File: config.mk
export PLATFORM = sky130hd
export DESIGN_NAME = lcd_cmd_gen
export DESIGN_NICKNAME = d
export VERILOG_FILES = /design/src/rtl/lcd_cmd_pkg.sv /design/src/rtl/lcd_orient_enc.sv /design/src/rtl/lcd_win_norm.sv /design/src/rtl/lcd_word_seq.sv /design/src/rtl/lcd_cmd_gen.sv
export SDC_FILE = /design/constraint.sdc
export NUM_CORES = 1
export LEC_CHECK = 0
export BUFFER_PORTS_ARGS = -buffer_cell sky130_fd_sc_hd__buf_4
export CAP_MARGIN = 20
export CELL_PAD_IN_SITES_DETAIL_PLACEMENT = 1
export CELL_PAD_IN_SITES_GLOBAL_PLACEMENT = 1
export CORE_ASPECT_RATIO = 0.7
export CORE_MARGIN = 1
export CORE_UTILIZATION = 40
export CTS_BUF_LIST = sky130_fd_sc_hd__clkbuf_16
export DETAILED_ROUTE_END_ITERATION = 10
export PLACE_DENSITY = 0.73
export RECOVER_POWER = 100
export SYNTH_ARGS = -nofsm -noshare
export SYNTH_HDL_FRONTEND = slang
export SYNTH_HIERARCHICAL = 1
export SYNTH_SLANG_ARGS = --single-unit
File: constraint.sdc
create_clock -name clk_i -period 4.5 [get_ports clk_i]
set_clock_uncertainty 0.05 [all_clocks]
set_input_delay 0.45 -clock clk_i [delete_from_list [all_inputs] [get_ports clk_i]]
set_output_delay 0.45 -clock clk_i [all_outputs]
set_load 0.01 [all_outputs]
File: src/rtl/lcd_cmd_pkg.sv
package lcd_cmd_pkg;
  typedef enum logic [1:0] {OP_IDLE, OP_WIN, OP_ORI, OP_GAM} op_e;

  localparam logic [7:0] CMD_COL_WIN  = 8'h2A;
  localparam logic [7:0] CMD_ROW_WIN  = 8'h2B;
  localparam logic [7:0] CMD_MEM_WR   = 8'h2C;
  localparam logic [7:0] CMD_ADR_MODE = 8'h36;
  localparam logic [7:0] CMD_GAM_BASE = 8'hE0;

  // address-mode bit positions
  localparam int unsigned AM_ROW_ORD = 7;
  localparam int unsigned AM_COL_ORD = 6;
  localparam int unsigned AM_XCHG    = 5;
  localparam int unsigned AM_VREF    = 4;
  localparam int unsigned AM_BGR     = 3;
  localparam int unsigned AM_HREF    = 2;
endpackage

File: src/rtl/lcd_orient_enc.sv
module lcd_orient_enc
  import lcd_cmd_pkg::*;
(
  input  logic [2:0] rot_i,
  input  logic       bgr_i,
  output logic [7:0] mode_o,
  output logic       known_o
);
  logic [7:0] base;

  always_comb begin
    base    = '0;
    known_o = 1'b1;
    unique case (rot_i)
      3'd0: base[AM_COL_ORD] = 1'b1;
      3'd1: begin
        base[AM_ROW_ORD] = 1'b1;
        base[AM_COL_ORD] = 1'b1;
        base[AM_XCHG]    = 1'b1;
      end
      3'd2: base[AM_ROW_ORD] = 1'b1;
      3'd3: begin
        base[AM_XCHG] = 1'b1;
        base[AM_VREF] = 1'b1;
      end
      default: known_o = 1'b0;
    endcase
    mode_o = base | (8'(bgr_i) << AM_BGR);
  end
endmodule

File: src/rtl/lcd_win_norm.sv
module lcd_win_norm #(
  parameter int unsigned CW = 16
) (
  input  logic [CW-1:0] a_i,
  input  logic [CW-1:0] b_i,
  output logic [CW-1:0] lo_o,
  output logic [CW-1:0] hi_o
);
  logic swap;
  assign swap = a_i > b_i;
  assign lo_o = swap ? b_i : a_i;
  assign hi_o = swap ? a_i : b_i;
endmodule

File: src/rtl/lcd_word_seq.sv
module lcd_word_seq
  import lcd_cmd_pkg::*;
#(
  parameter int unsigned CW         = 16,
  parameter int unsigned GAM_N      = 15,
  parameter int unsigned GAM_CURVES = 2,
  localparam int unsigned CB  = CW / 8,
  localparam int unsigned GIW = $clog2(GAM_N * GAM_CURVES),
  localparam int unsigned GW  = (GAM_CURVES > 3) ? $clog2(GAM_CURVES) : 2,
  localparam int unsigned WLEN = 1 + 2 * CB,
  localparam int unsigned MAXLEN = (WLEN > GAM_N + 1) ? WLEN : GAM_N + 1,
  localparam int unsigned PW  = $clog2(MAXLEN + 1)
) (
  input  logic           clk_i,
  input  logic           rst_ni,
  input  op_e            start_op_i,
  input  logic [CW-1:0]  xs_i,
  input  logic [CW-1:0]  xe_i,
  input  logic [CW-1:0]  ys_i,
  input  logic [CW-1:0]  ye_i,
  input  logic [7:0]     mode_i,
  output logic [GIW-1:0] gam_idx_o,
  input  logic [7:0]     gam_val_i,
  output logic [8:0]     word_o,
  output logic           word_valid_o,
  input  logic           word_ready_i,
  output logic           busy_o
);
  op_e           op_q;
  logic [GW-1:0] grp_q;
  logic [PW-1:0] pos_q;
  logic [CW-1:0] xs_q, xe_q, ys_q, ye_q;
  logic [7:0]    mode_q;

  logic [PW-1:0] grp_len;
  logic [GW-1:0] grp_last;
  logic          fire, pos_end;

  always_comb begin
    grp_len  = PW'(1);
    grp_last = '0;
    unique case (op_q)
      OP_WIN: begin
        grp_len  = (grp_q == GW'(2)) ? PW'(1) : PW'(WLEN);
        grp_last = GW'(2);
      end
      OP_ORI: grp_len = PW'(2);
      OP_GAM: begin
        grp_len  = PW'(GAM_N + 1);
        grp_last = GW'(GAM_CURVES - 1);
      end
      default: ;
    endcase
  end

  assign fire    = (op_q != OP_IDLE) && word_ready_i;
  assign pos_end = (pos_q == grp_len - PW'(1));

  always_ff @(posedge clk_i or negedge rst_ni) begin
    if (!rst_ni) begin
      op_q   <= OP_IDLE;
      grp_q  <= '0;
      pos_q  <= '0;
      xs_q   <= '0;
      xe_q   <= '0;
      ys_q   <= '0;
      ye_q   <= '0;
      mode_q <= '0;
    end else if (op_q == OP_IDLE) begin
      if (start_op_i != OP_IDLE) begin
        op_q   <= start_op_i;
        grp_q  <= '0;
        pos_q  <= '0;
        xs_q   <= xs_i;
        xe_q   <= xe_i;
        ys_q   <= ys_i;
        ye_q   <= ye_i;
        mode_q <= mode_i;
      end
    end else if (fire) begin
      if (pos_end) begin
        pos_q <= '0;
        if (grp_q == grp_last) op_q <= OP_IDLE;
        else                   grp_q <= grp_q + GW'(1);
      end else begin
        pos_q <= pos_q + PW'(1);
      end
    end
  end

  // coordinate byte pick, most significant byte first
  logic [CW-1:0] crd;
  logic [7:0]    crd_byte;
  int unsigned   pidx, bidx;

  always_comb begin
    pidx = (pos_q == '0) ? 0 : int'(pos_q) - 1;
    bidx = (pidx < CB) ? pidx : pidx - CB;
    if (grp_q == '0) crd = (pidx < CB) ? xs_q : xe_q;
    else             crd = (pidx < CB) ? ys_q : ye_q;
    crd_byte = 8'(crd >> (8 * (CB - 1 - bidx)));
  end

  int gidx;
  always_comb begin
    gidx = int'(grp_q) * int'(GAM_N) + int'(pos_q) - 1;
    gam_idx_o = (op_q == OP_GAM && pos_q != '0) ? GIW'(gidx) : '0;
  end

  always_comb begin
    word_o = '0;
    unique case (op_q)
      OP_WIN: begin
        if (pos_q == '0) begin
          unique case (grp_q)
            GW'(0):  word_o = {1'b0, CMD_COL_WIN};
            GW'(1):  word_o = {1'b0, CMD_ROW_WIN};
            default: word_o = {1'b0, CMD_MEM_WR};
          endcase
        end else begin
          word_o = {1'b1, crd_byte};
        end
      end
      OP_ORI: word_o = (pos_q == '0) ? {1'b0, CMD_ADR_MODE} : {1'b1, mode_q};
      OP_GAM: word_o = (pos_q == '0) ? {1'b0, CMD_GAM_BASE + 8'(grp_q)}
                                     : {1'b1, gam_val_i};
      default: ;
    endcase
  end

  assign word_valid_o = (op_q != OP_IDLE);
  assign busy_o       = word_valid_o;
endmodule

File: src/rtl/lcd_cmd_gen.sv
module lcd_cmd_gen
  import lcd_cmd_pkg::*;
#(
  parameter int unsigned CW         = 16,
  parameter int unsigned GAM_N      = 15,
  parameter int unsigned GAM_CURVES = 2,
  localparam int unsigned GIW = $clog2(GAM_N * GAM_CURVES)
) (
  input  logic           clk_i,
  input  logic           rst_ni,
  input  logic           win_req_i,
  input  logic [CW-1:0]  x_start_i,
  input  logic [CW-1:0]  y_start_i,
  input  logic [CW-1:0]  x_end_i,
  input  logic [CW-1:0]  y_end_i,
  input  logic           ori_req_i,
  input  logic [2:0]     rot_i,
  input  logic           bgr_i,
  input  logic           gam_req_i,
  output logic [GIW-1:0] gam_idx_o,
  input  logic [7:0]     gam_val_i,
  output logic [8:0]     word_o,
  output logic           word_valid_o,
  input  logic           word_ready_i,
  output logic           busy_o,
  output logic           rot_err_o
);
  logic [CW-1:0] a_in [2], b_in [2], lo [2], hi [2];
  assign a_in[0] = x_start_i;
  assign b_in[0] = x_end_i;
  assign a_in[1] = y_start_i;
  assign b_in[1] = y_end_i;

  for (genvar g = 0; g < 2; g++) begin : g_axis
    lcd_win_norm #(.CW(CW)) u_norm (
      .a_i (a_in[g]),
      .b_i (b_in[g]),
      .lo_o(lo[g]),
      .hi_o(hi[g])
    );
  end

  logic [7:0] mode;
  logic       rot_ok;
  lcd_orient_enc u_enc (
    .rot_i  (rot_i),
    .bgr_i  (bgr_i),
    .mode_o (mode),
    .known_o(rot_ok)
  );

  logic seq_busy, idle, bad_rot;
  op_e  start_op;

  assign idle    = !seq_busy;
  assign bad_rot = idle && !win_req_i && ori_req_i && !rot_ok;

  always_comb begin
    start_op = OP_IDLE;
    if (idle) begin
      if (win_req_i)                 start_op = OP_WIN;
      else if (ori_req_i && rot_ok)  start_op = OP_ORI;
      else if (!ori_req_i && gam_req_i) start_op = OP_GAM;
    end
  end

  always_ff @(posedge clk_i or negedge rst_ni) begin
    if (!rst_ni) rot_err_o <= 1'b0;
    else         rot_err_o <= bad_rot;
  end

  lcd_word_seq #(.CW(CW), .GAM_N(GAM_N), .GAM_CURVES(GAM_CURVES)) u_seq (
    .clk_i       (clk_i),
    .rst_ni      (rst_ni),
    .start_op_i  (start_op),
    .xs_i        (lo[0]),
    .xe_i        (hi[0]),
    .ys_i        (lo[1]),
    .ye_i        (hi[1]),
    .mode_i      (mode),
    .gam_idx_o   (gam_idx_o),
    .gam_val_i   (gam_val_i),
    .word_o      (word_o),
    .word_valid_o(word_valid_o),
    .word_ready_i(word_ready_i),
    .busy_o      (seq_busy)
  );

  assign busy_o = seq_busy;
endmodule

# == Word level (Yosys, flattened, before mapping) ==
# Cells that the tools add are included.
# op_classes
n_eq_ne,12
n_shift,1
order_cmp,3
bitwise_logic,1
muxes,41
mul,1
n_reduce_logical,29
n_addsub,9
# op_table
op,n
$mux 16,7
$gt 16x16->1,2
$lt 32x2->1 const B,1
$mux 32,1
$shr 16x32->8,1
$mux 29,1
$sub 1x29->29 const A,1
$sub 29x2->29 const B,1
$mux 2,14
$mux 9,3
$pmux 9 s3,1
$mux 5,5
$pmux 5 s3,1
$reduce_bool 2->1,5
$or 8x4->8,1
$reduce_and 4->1,2
$add 6x3->7 const A,1
$logic_and 1x1->1,7
$eq 2x2->1 const B,3
$eq 3x2->1 const B,2
$pmux 3 s2,1
$reduce_or 2->1,3
$sub 5x1->6 const B,1
$add 5x1->5 const B,1
21 further kinds,31
# totals
out_inout_bits,17
input_bits,82
ff_bits,82

# == Logic depth before layout (Yosys ltp) ==
# Gate-level depths: netlist of run 1.
# logic_depth
depth_word,10
depth_mapped,20
ltp_nobuf,17

# == Hierarchy ==
# The synthesis of run 1 kept the hierarchy.
# by_module_without_submodules
mod,instances,area_per_inst_um2,cells_each
lcd_word_seq,1,5003.5,441
lcd_win_norm,2,1541.5,237
lcd_cmd_gen,1,78.8,7
lcd_orient_enc,1,68.8,11

# == Worst setup path before layout of run 1 ==
# OpenSTA, ideal clock, no wires.
# synth_path
path_kind,reg-to-output
startpoint,reg u_seq.pos_q[0]
endpoint,out word_o[0]
arrival_ns,4.590
stages_incl_launch_ff,21
path_slack_ns,-0.590
n_path_buf,3
path_cell_list,dfrtp_1 buf_2 inv_1 ha_1 buf_2 or4b_4 buf_2 nand2_1 ha_1 inv_1 a21oi_1 nand3_1 ha_1 nor4b_1 and3_1 nand4_1 a2111oi_0 o2bb2a_1 nor4b_4 nand3_2 o31ai_1
# synth_between
elab_chain_len,8
# synth_rtl
element,line,source
from (decl),lcd_word_seq.sv:31,logic [PW-1:0] pos_q;
from (signal assigned),lcd_word_seq.sv:86,pos_q <= pos_q + PW'(1);
$sub 5x1->6 or $logic_not 5->1 (tied branches),"lcd_word_seq.sv:97, lcd_word_seq.sv:114, lcd_word_seq.sv:124",
$mux 32,lcd_word_seq.sv:97,pidx = (pos_q == '0) ? 0 : int'(pos_q) - 1;
$sub 29x2->29 or $lt 32x2->1 (tied branches),"lcd_word_seq.sv:98, lcd_word_seq.sv:99, lcd_word_seq.sv:100",
$mux 29 (tied with other cells),lcd_word_seq.sv:98,bidx = (pidx < CB) ? pidx : pidx - CB;
$sub 1x29->29 or $mux 16 (tied branches),"lcd_word_seq.sv:101, lcd_word_seq.sv:99",
$shr 16x32->8,lcd_word_seq.sv:101,crd_byte = 8'(crd >> (8 * (CB - 1 - bidx)));
$mux 9,lcd_word_seq.sv:114,if (pos_q == '0) begin
$pmux 9 s3 *,lcd_word_seq.sv:112,unique case (op_q)
to (decl),lcd_cmd_gen.sv:22,"output logic [8:0] word_o,"
# Every way passes the cells marked *; elsewhere a longest branch is shown, timed or not.

# == Final worst setup path of run 1 ==
# layout_path
startpoint,reg u_seq.pos_q[1]
endpoint,out word_o[2]
# The elaborated chain is that of the path after synthesis.

==> results.md, run 1 <==
- Run status: finished with violations
- Violated checks: max-capacitance violations, max-slew violations, negative setup slack
- Hold WC Path Type: in -> reg
- Async SR Flop Fraction: 100%
- Post-synthesis mux area share: 16.0%
- Top cells by area, synth: dfrtp_1, mux2_2, nand3_1, ha_1, o311ai_1
- Setup slack after layout: -0.332 ns
- GRT Util Overall: 25.9%
- Max Cap Viol: 2
- Slowest cell delay on critical path: 0.52 ns
- IO Count: 99
- Net count, final: 1145
- Die W: 173 um
- Hold_buf cts: 0
- Register area share after synthesis: 24.9%
- Diode count: 0
- CTS tree: yes
- Share of layout cells above drive strength 1: 29.9%
- XOR/XNOR Fraction of Synth Area: 1.17%
- DRT iter0 DRCs: 610
- PwrDens: 640 nW/um2
- Worst hold margin: 0.242 ns
- Post-synth EDFFs: 0
- Clk slew on worst S/H paths: 0.06 ns
- Main combinational cell family by area after synthesis: simple AND/OR/NAND/NOR gates
- DR vias/cell: 6.25
- Die H: 122 um
- Mean Syn Cell Area: 8.83 um2
- Root Buffer: clkbuf_16
- Tot Pwr: 6.28 mW
- Seq cells post-synth: 82
- Post-DP HPWL: 19.4 mm
- Via count: 8022
- Compound-gate portion of the synthesized area: 17.6%
- Post-synthesis simple-gate area fraction: 24.1%
- GPL Wtd Cong: 0.863
- Synth warnings: 6
- IR drop worst, VDD: 0.306 mV
- Global-route wire length before repair: 43.8 mm
- Min Tclk post-route: 4.83 ns
- CP max FO: 6
- Drt pass-1 iters: 5
- Yosys top cell area share: 24.9%
- Cell taking the most area after synthesis: dfrtp_1
- Netlist cell types: 74
- Post-synth top cells: nand3_1, dfrtp_1, mux2_2
- Worst EP required: 4.00 ns
- Pin count of the biggest net entering global routing: 73
- Global route overflow: 0
- Kind of critical path: reg -> out
- Slowest-stage cell, CP: or4b_4
- H-tree levels: 3
- Core Footprint: 20000 um2
- Startpoint Class: flop
- Final setup violation count: 8
- Die ar.: 21200 um2
- RSZ-0062 raised after global routing: yes
- Antenna viol nets, final: 0
- Most frequent CP cell: ha_4
- Synth-to-layout area growth: 19.2%
- Initial antenna violation count: 0
- Slew HR: -24.8%
- Fmax achieved: 0.207 GHz
- Number of global-route vias before repair: 8214
- Slew Viols, Final: 108
- CP cell instances: inv_4 > ha_4 > or4b_4 > nand2_4 > ha_4 > inv_4 > a21oi_4 > nand3_2 > ha_4 > nor4b_4 > and3_4 > nand4_1 > a2111oi_2 > o2bb2a_2 > nor4b_4 > buf_4 > nand3_4 > buf_6 > o21ai_2 > buf_4
- IO Port Bufs: 98
- Worst path arrival time: 4.33 ns
- Count leader, synth: nand3_1
- Worst-Skew Late Latency: 0.34 ns
- Number of remaining DRC errors: 0
- Final Routed Wirelength: 27.1 mm
- CTS sink cnt: 82
- Routed len/inst: 21.1 um
- Crit. End Element: primary output
- Final Hold Vio Count: 0
- Std cell rows: 43
- Adder-cell share of the synthesized area: 8.30%
- Cells after synthesis: 933
- Deepest clock path buffer count: 2
- Initial core utilization: 41.3%
- Mapped cell area: 8230 um2
- Top FF cell, synth: dfrtp_1
- Worst-margin pin slew: 1.87 ns
- Crit share post-route: 107%
- Leak: 4.14 nW
- Clock buffer count from CTS: 9
cell usage in the layout, fill, tap and decap left out, types with 4 or more instances in the layout:
| cell | instances |
|---|---|
| buf_4 | 143 |
| nand3_1 | 135 |
| dfrtp_1 | 82 |
| mux2_2 | 72 |
| o311ai_1 | 60 |
| inv_1 | 51 |
| ha_1 | 48 |
| nand2_1 | 41 |
| nor4_1 | 36 |
| o211ai_1 | 36 |
| nor4b_1 | 34 |
| a21oi_1 | 28 |
| nor2_1 | 27 |
| o21ai_0 | 21 |
| mux2i_1 | 13 |
| mux4_2 | 11 |
| clkbuf_16 | 9 |
| nand2b_1 | 9 |
| clkbuf_1 | 8 |
| xnor2_1 | 8 |
| o21ai_2 | 6 |
| nand4_1 | 5 |
| nor3_1 | 5 |
| o31ai_4 | 5 |
| ha_4 | 5 |
| o21a_1 | 4 |
| o311ai_0 | 4 |
| and3_1 | 4 |
| a31oi_1 | 4 |
| mux4_1 | 4 |
layout make-up:
class / count / area [um2]
fillers: 2308 / 10100
multi-input cells: 704 / 5780
flip-flops and latches: 82 / 2050
repair buffers: 157 / 1160
well taps: 270 / 338
clock buffers: 9 / 225
inverters: 55 / 219
clock inverters: 6 / 42.5
logic make-up after synthesis:
group                    Yosys count
XOR/XNOR                          11
other                              1
AO/OA/AOI/OAI                    197
flip-flops                        82
multiplexers                     102
buffers and inverters            149
AND/OR/NAND/NOR                  337
adder cells (fa/ha/maj)           54
routing by layer:
| layer | share of wire, % | GRT usage, % |
|---|---|---|
| met5 | 0 | 0 |
| met1 | 47 | 35.6 |
| met4 | 1.1 | 4.65 |
| met3 | 5.1 | 4.74 |
| met2 | 47 | 42.8 |
path summary, 6_finish.rpt:
check	cells past startpoint	startpoint	endpoint	slack, ns
min in group asynchronous	1	rst_ni	rot_err_o$_DFF_PN0_	0.56
worst max-delay path	20	u_seq/pos_q[1]$_DFFE_PN0P_	word_o[2]	-0.33
worst max register to register	7	u_seq/op_q[1]$_DFFE_PN0P_	u_seq/ye_q[6]$_DFFE_PN0P_	0.53
worst min register to register	1	u_seq/ys_q[4]$_DFFE_PN0P_	u_seq/ys_q[4]$_DFFE_PN0P_	0.46
max in group asynchronous	2	rst_ni	u_seq/ye_q[7]$_DFFE_PN0P_	1.77
worst min-delay path	2	win_req_i	rot_err_o$_DFF_PN0_	0.24
report_power, final:
group	total [mW]	internal (mW)	switching [mW]
Clock	0.671	0.371	0.299
Sequential	1.32	1.08	0.238
Combinational	4.30	2.03	2.27
flip-flops by register name (all words and copies together) (netlist names):
register	cells
u_seq/xe_q	16
u_seq/ys_q	16
u_seq/xs_q	16
u_seq/op_q	2
u_seq/mode_q	8
u_seq/grp_q	2
u_seq/ye_q	16
rot_err_o	1
u_seq/pos_q	5
repair_timing:
action	CTS	global route
setup endpoints to repair	8	8
cloned	0	0
pin swaps	14	6
buffers inserted	14	3
gates resized for setup	8	6
endpoints found under the hold margin	0	0
metrics by stage:
stage	util [%]	std cells	setup slack (ns)	setup TNS, ns	area (um2)
4_1_cts	49.2	1279	-0.370	-2.61	9820
3_5_place_dp	47.1	1250	-0.321	-2.19	9410
6_report	49.2	1283	-0.332	-2.43	9820
3_3_place_gp	47.1	1250	-0.0292	-0.115	9410
5_1_grt	49.2	1283	-0.564	-4.28	9820
2_1_floorplan	-	935	-0.00415	-0.0247	8450
worst max-delay path: cells and delay by family, from the launching register on:
family                   cells  cell delay [ns]
flip-flops                   1             0.41
AND/OR/NAND/NOR              8             1.68
AO/OA/AOI/OAI                4             0.78
adder cells (fa/ha/maj)      3             0.54
buffers and inverters        5             0.59
No activity file was read; power rests on OpenSTA's default activity.
==> run 2: changes to the inputs <==
PLACE_DENSITY = 0.78   (was 0.73)
==> results.md, run 2 (synthesized netlist as in run 1, its figures left out) <==
- CP max FO: 5 (-1)
- Worst path arrival time: 4.34 ns (about the same)
- GRT Util Overall: 26.5% (+0.61 points)
- Final core utilization: 49.8% (+0.59 points)
- Crit. End Element: primary output
- Min Tclk post-route: 4.84 ns (+0.00318 ns)
- Clk slew on worst S/H paths: 0.06 ns (about the same)
- Hold Crit Depth: 2 (unchanged)
- Deepest clock path buffer count: 2 (unchanged)
- Violated checks: max-capacitance violations, max-slew violations, negative setup slack
- CTS tree: yes
- Final Routed Wirelength: 27.7 mm (+2.0%)
- Startpoint Class: flop
- Share of layout cells above drive strength 1: 30.3% (+0.42 points)
- Hold_buf cts: 0 (unchanged)
- IR drop worst, VDD: 0.338 mV (+10%)
- Global route overflow: 0 (unchanged)
- Cell area after layout: 9930 um2 (+1.2%)
- Global-route wire length before repair: 45.0 mm (+2.7%)
- Crit path from: u_seq/pos_q[1]$_DFFE_PN0P_
- Hold Crit Endpoint: rot_err_o$_DFF_PN0_
- IO Count: 99 (unchanged)
- Pin count of the biggest net entering global routing: 73 (unchanged)
- Hold Startpoint: win_req_i
- Diode count: 0 (unchanged)
- Run status: finished with violations
- Routed len/inst: 21.4 um (+1.3%)
- Hold WC Path Type: in -> reg
- Std cell rows: 43 (unchanged)
- Worst-margin pin slew: 2.63 ns (+0.758 ns)
- Slew HR: -75.3% (-51 points)
- Crit share post-route: 107% (about the same)
- Max Cap Viol: 2 (unchanged)
- IO Port Bufs: 98 (unchanged)
- Initial antenna violation count: 0 (unchanged)
- Core Footprint: 20000 um2 (unchanged)
- Worst-Skew Late Latency: 0.33 ns (about the same)
- DRT iter0 DRCs: 658 (+7.9%)
- Drt pass-1 iters: 5 (unchanged)
- Commonest non-fill, non-tap cell in the layout: buf_4
- CTS sink cnt: 82 (unchanged)
- DR vias/cell: 6.36 (+1.6%)
- Reg2reg setup slack: 0.49 ns (-0.04 ns)
- Net count, final: 1153 (+0.70%)
- Final setup violation count: 8 (unchanged)
- Crit Reg-Reg Endpoint: u_seq/xs_q[10]$_DFFE_PN0P_
- Synth-to-layout area growth: 20.6%
- Most frequent cells in the layout: buf_4, nand3_1, dfrtp_1
- Launch point of the worst reg-to-reg path: u_seq/op_q[0]$_DFFE_PN0P_
- Die W: 173 um (unchanged)
- Leak: 4.20 nW (+1.5%)
- Post-DP HPWL: 20.1 mm (+3.6%)
- Setup TNS: -2.26 ns (+0.163 ns)
- Kind of critical path: reg -> out
- Antenna viol nets, final: 0 (unchanged)
- Pre-CTS setup slack: -0.226 ns (+0.0944 ns)
- Number of global-route vias before repair: 8376 (+2.0%)
- Fmax achieved: 0.207 GHz (about the same)
- Placed cell area: 9530 um2 (+1.3%)
- Worst Reg-to-Reg Cells: 7 (unchanged)
- Worst EP required: 4.00 ns (about the same)
- Via count: 8211 (+2.4%)
- PwrDens: 656 nW/um2 (+2.4%)
- Final Hold Vio Count: 0 (unchanged)
- Setup slack after layout: -0.335 ns (-0.00318 ns)
- Die ar.: 21200 um2 (unchanged)
- Clock buffer count from CTS: 9 (unchanged)
- H-tree levels: 3 (unchanged)
- Number of remaining DRC errors: 0 (unchanged)
- Slew Viols, Final: 120 (+11%)
- GPL Wtd Cong: 0.884 (+2.3%)
- Initial core utilization: 41.3% (unchanged)
- Tot Pwr: 6.51 mW (+3.6%)
- RSZ-0062 raised after global routing: yes
- Root Buffer: clkbuf_16
- Die H: 122 um (unchanged)
run 2: cell count changes in the layout (fill, tap and decap cells not counted), sizes merged:
cell,change
buf,+9
clkinv,-4
bufinv,+2
inv,+2
clkbuf,-1
clkinvlp,+1
run 2: area by class of cell:
class | count | area [um2]
Clock buffer | 9 | 225
Clock inverter | 7 | 87.6
Fill cell | 2345 | 10000
Inverter | 55 | 219
Multi-Input combinational cell | 704 | 5790
Sequential cell | 82 | 2050
Tap cell | 270 | 338
Timing Repair Buffer | 165 | 1220
run 2: critical path, stage by stage, from the launching register on:
cell and delay [ns]:
dfrtp_1 0.41, inv_4 0.07, ha_4 0.14, or4b_4 0.51
nand2_4 0.10, ha_4 0.15, inv_4 0.04, a21oi_4 0.14
nand3_4 0.11, ha_4 0.27, nor4b_4 0.25, and3_4 0.23
nand4_1 0.12, a2111oi_4 0.33, o2bb2a_4 0.16, nor4b_4 0.20
buf_4 0.18, nand3_4 0.07, buf_8 0.15, o31ai_4 0.23
buf_6 0.14
run 2: per-stage QoR:
step | std cells | hold slack (ns)
after floorplan | 935 | 0.104
after detailed placement | 1267 | 0.440
after CTS | 1289 | 0.101
after global placement | 1267 | 0.435
after global routing | 1292 | 0.243
final | 1292 | 0.251
run 2: how the worst max path moves through the flow:
stage	end	slack (ns)	depth (start not counted)
2_1_floorplan	word_o[0]	-0.004	20
3_3_place_gp	word_o[7]	0.06	18
3_5_place_dp	word_o[0]	-0.23	18
4_1_cts	word_o[1]	-0.33	20
5_1_grt	word_o[6]	-0.53	20
6_report	word_o[6]	-0.34	20
run 2: power by group:
part | total (mW) | internal, mW | switching [mW] | leakage [nW]
Clock | 0.774 | 0.481 | 0.293 | 0.159
Combinational | 4.39 | 2.09 | 2.30 | 3.02
Sequential | 1.35 | 1.08 | 0.274 | 1.02
Total | 6.51 | 3.65 | 2.86 | 4.20
run 2: metal layers:
layer / wire (um) / global-route usage (%) / vias to the layer above
met5: 0 / 0 / -
met4: 646 / 7.19 / 0
met3: 1370 / 2.90 / 46
met2: 12900 / 43.3 / 294
met1: 12700 / 37.2 / 4101
li1: - / - / 3770
run 2: repair_timing:
action                                  CTS  global route
resized for setup                        13             3
pin swaps                                 5             1
endpoints found under the setup margin    8             8
buffers inserted                          6             3
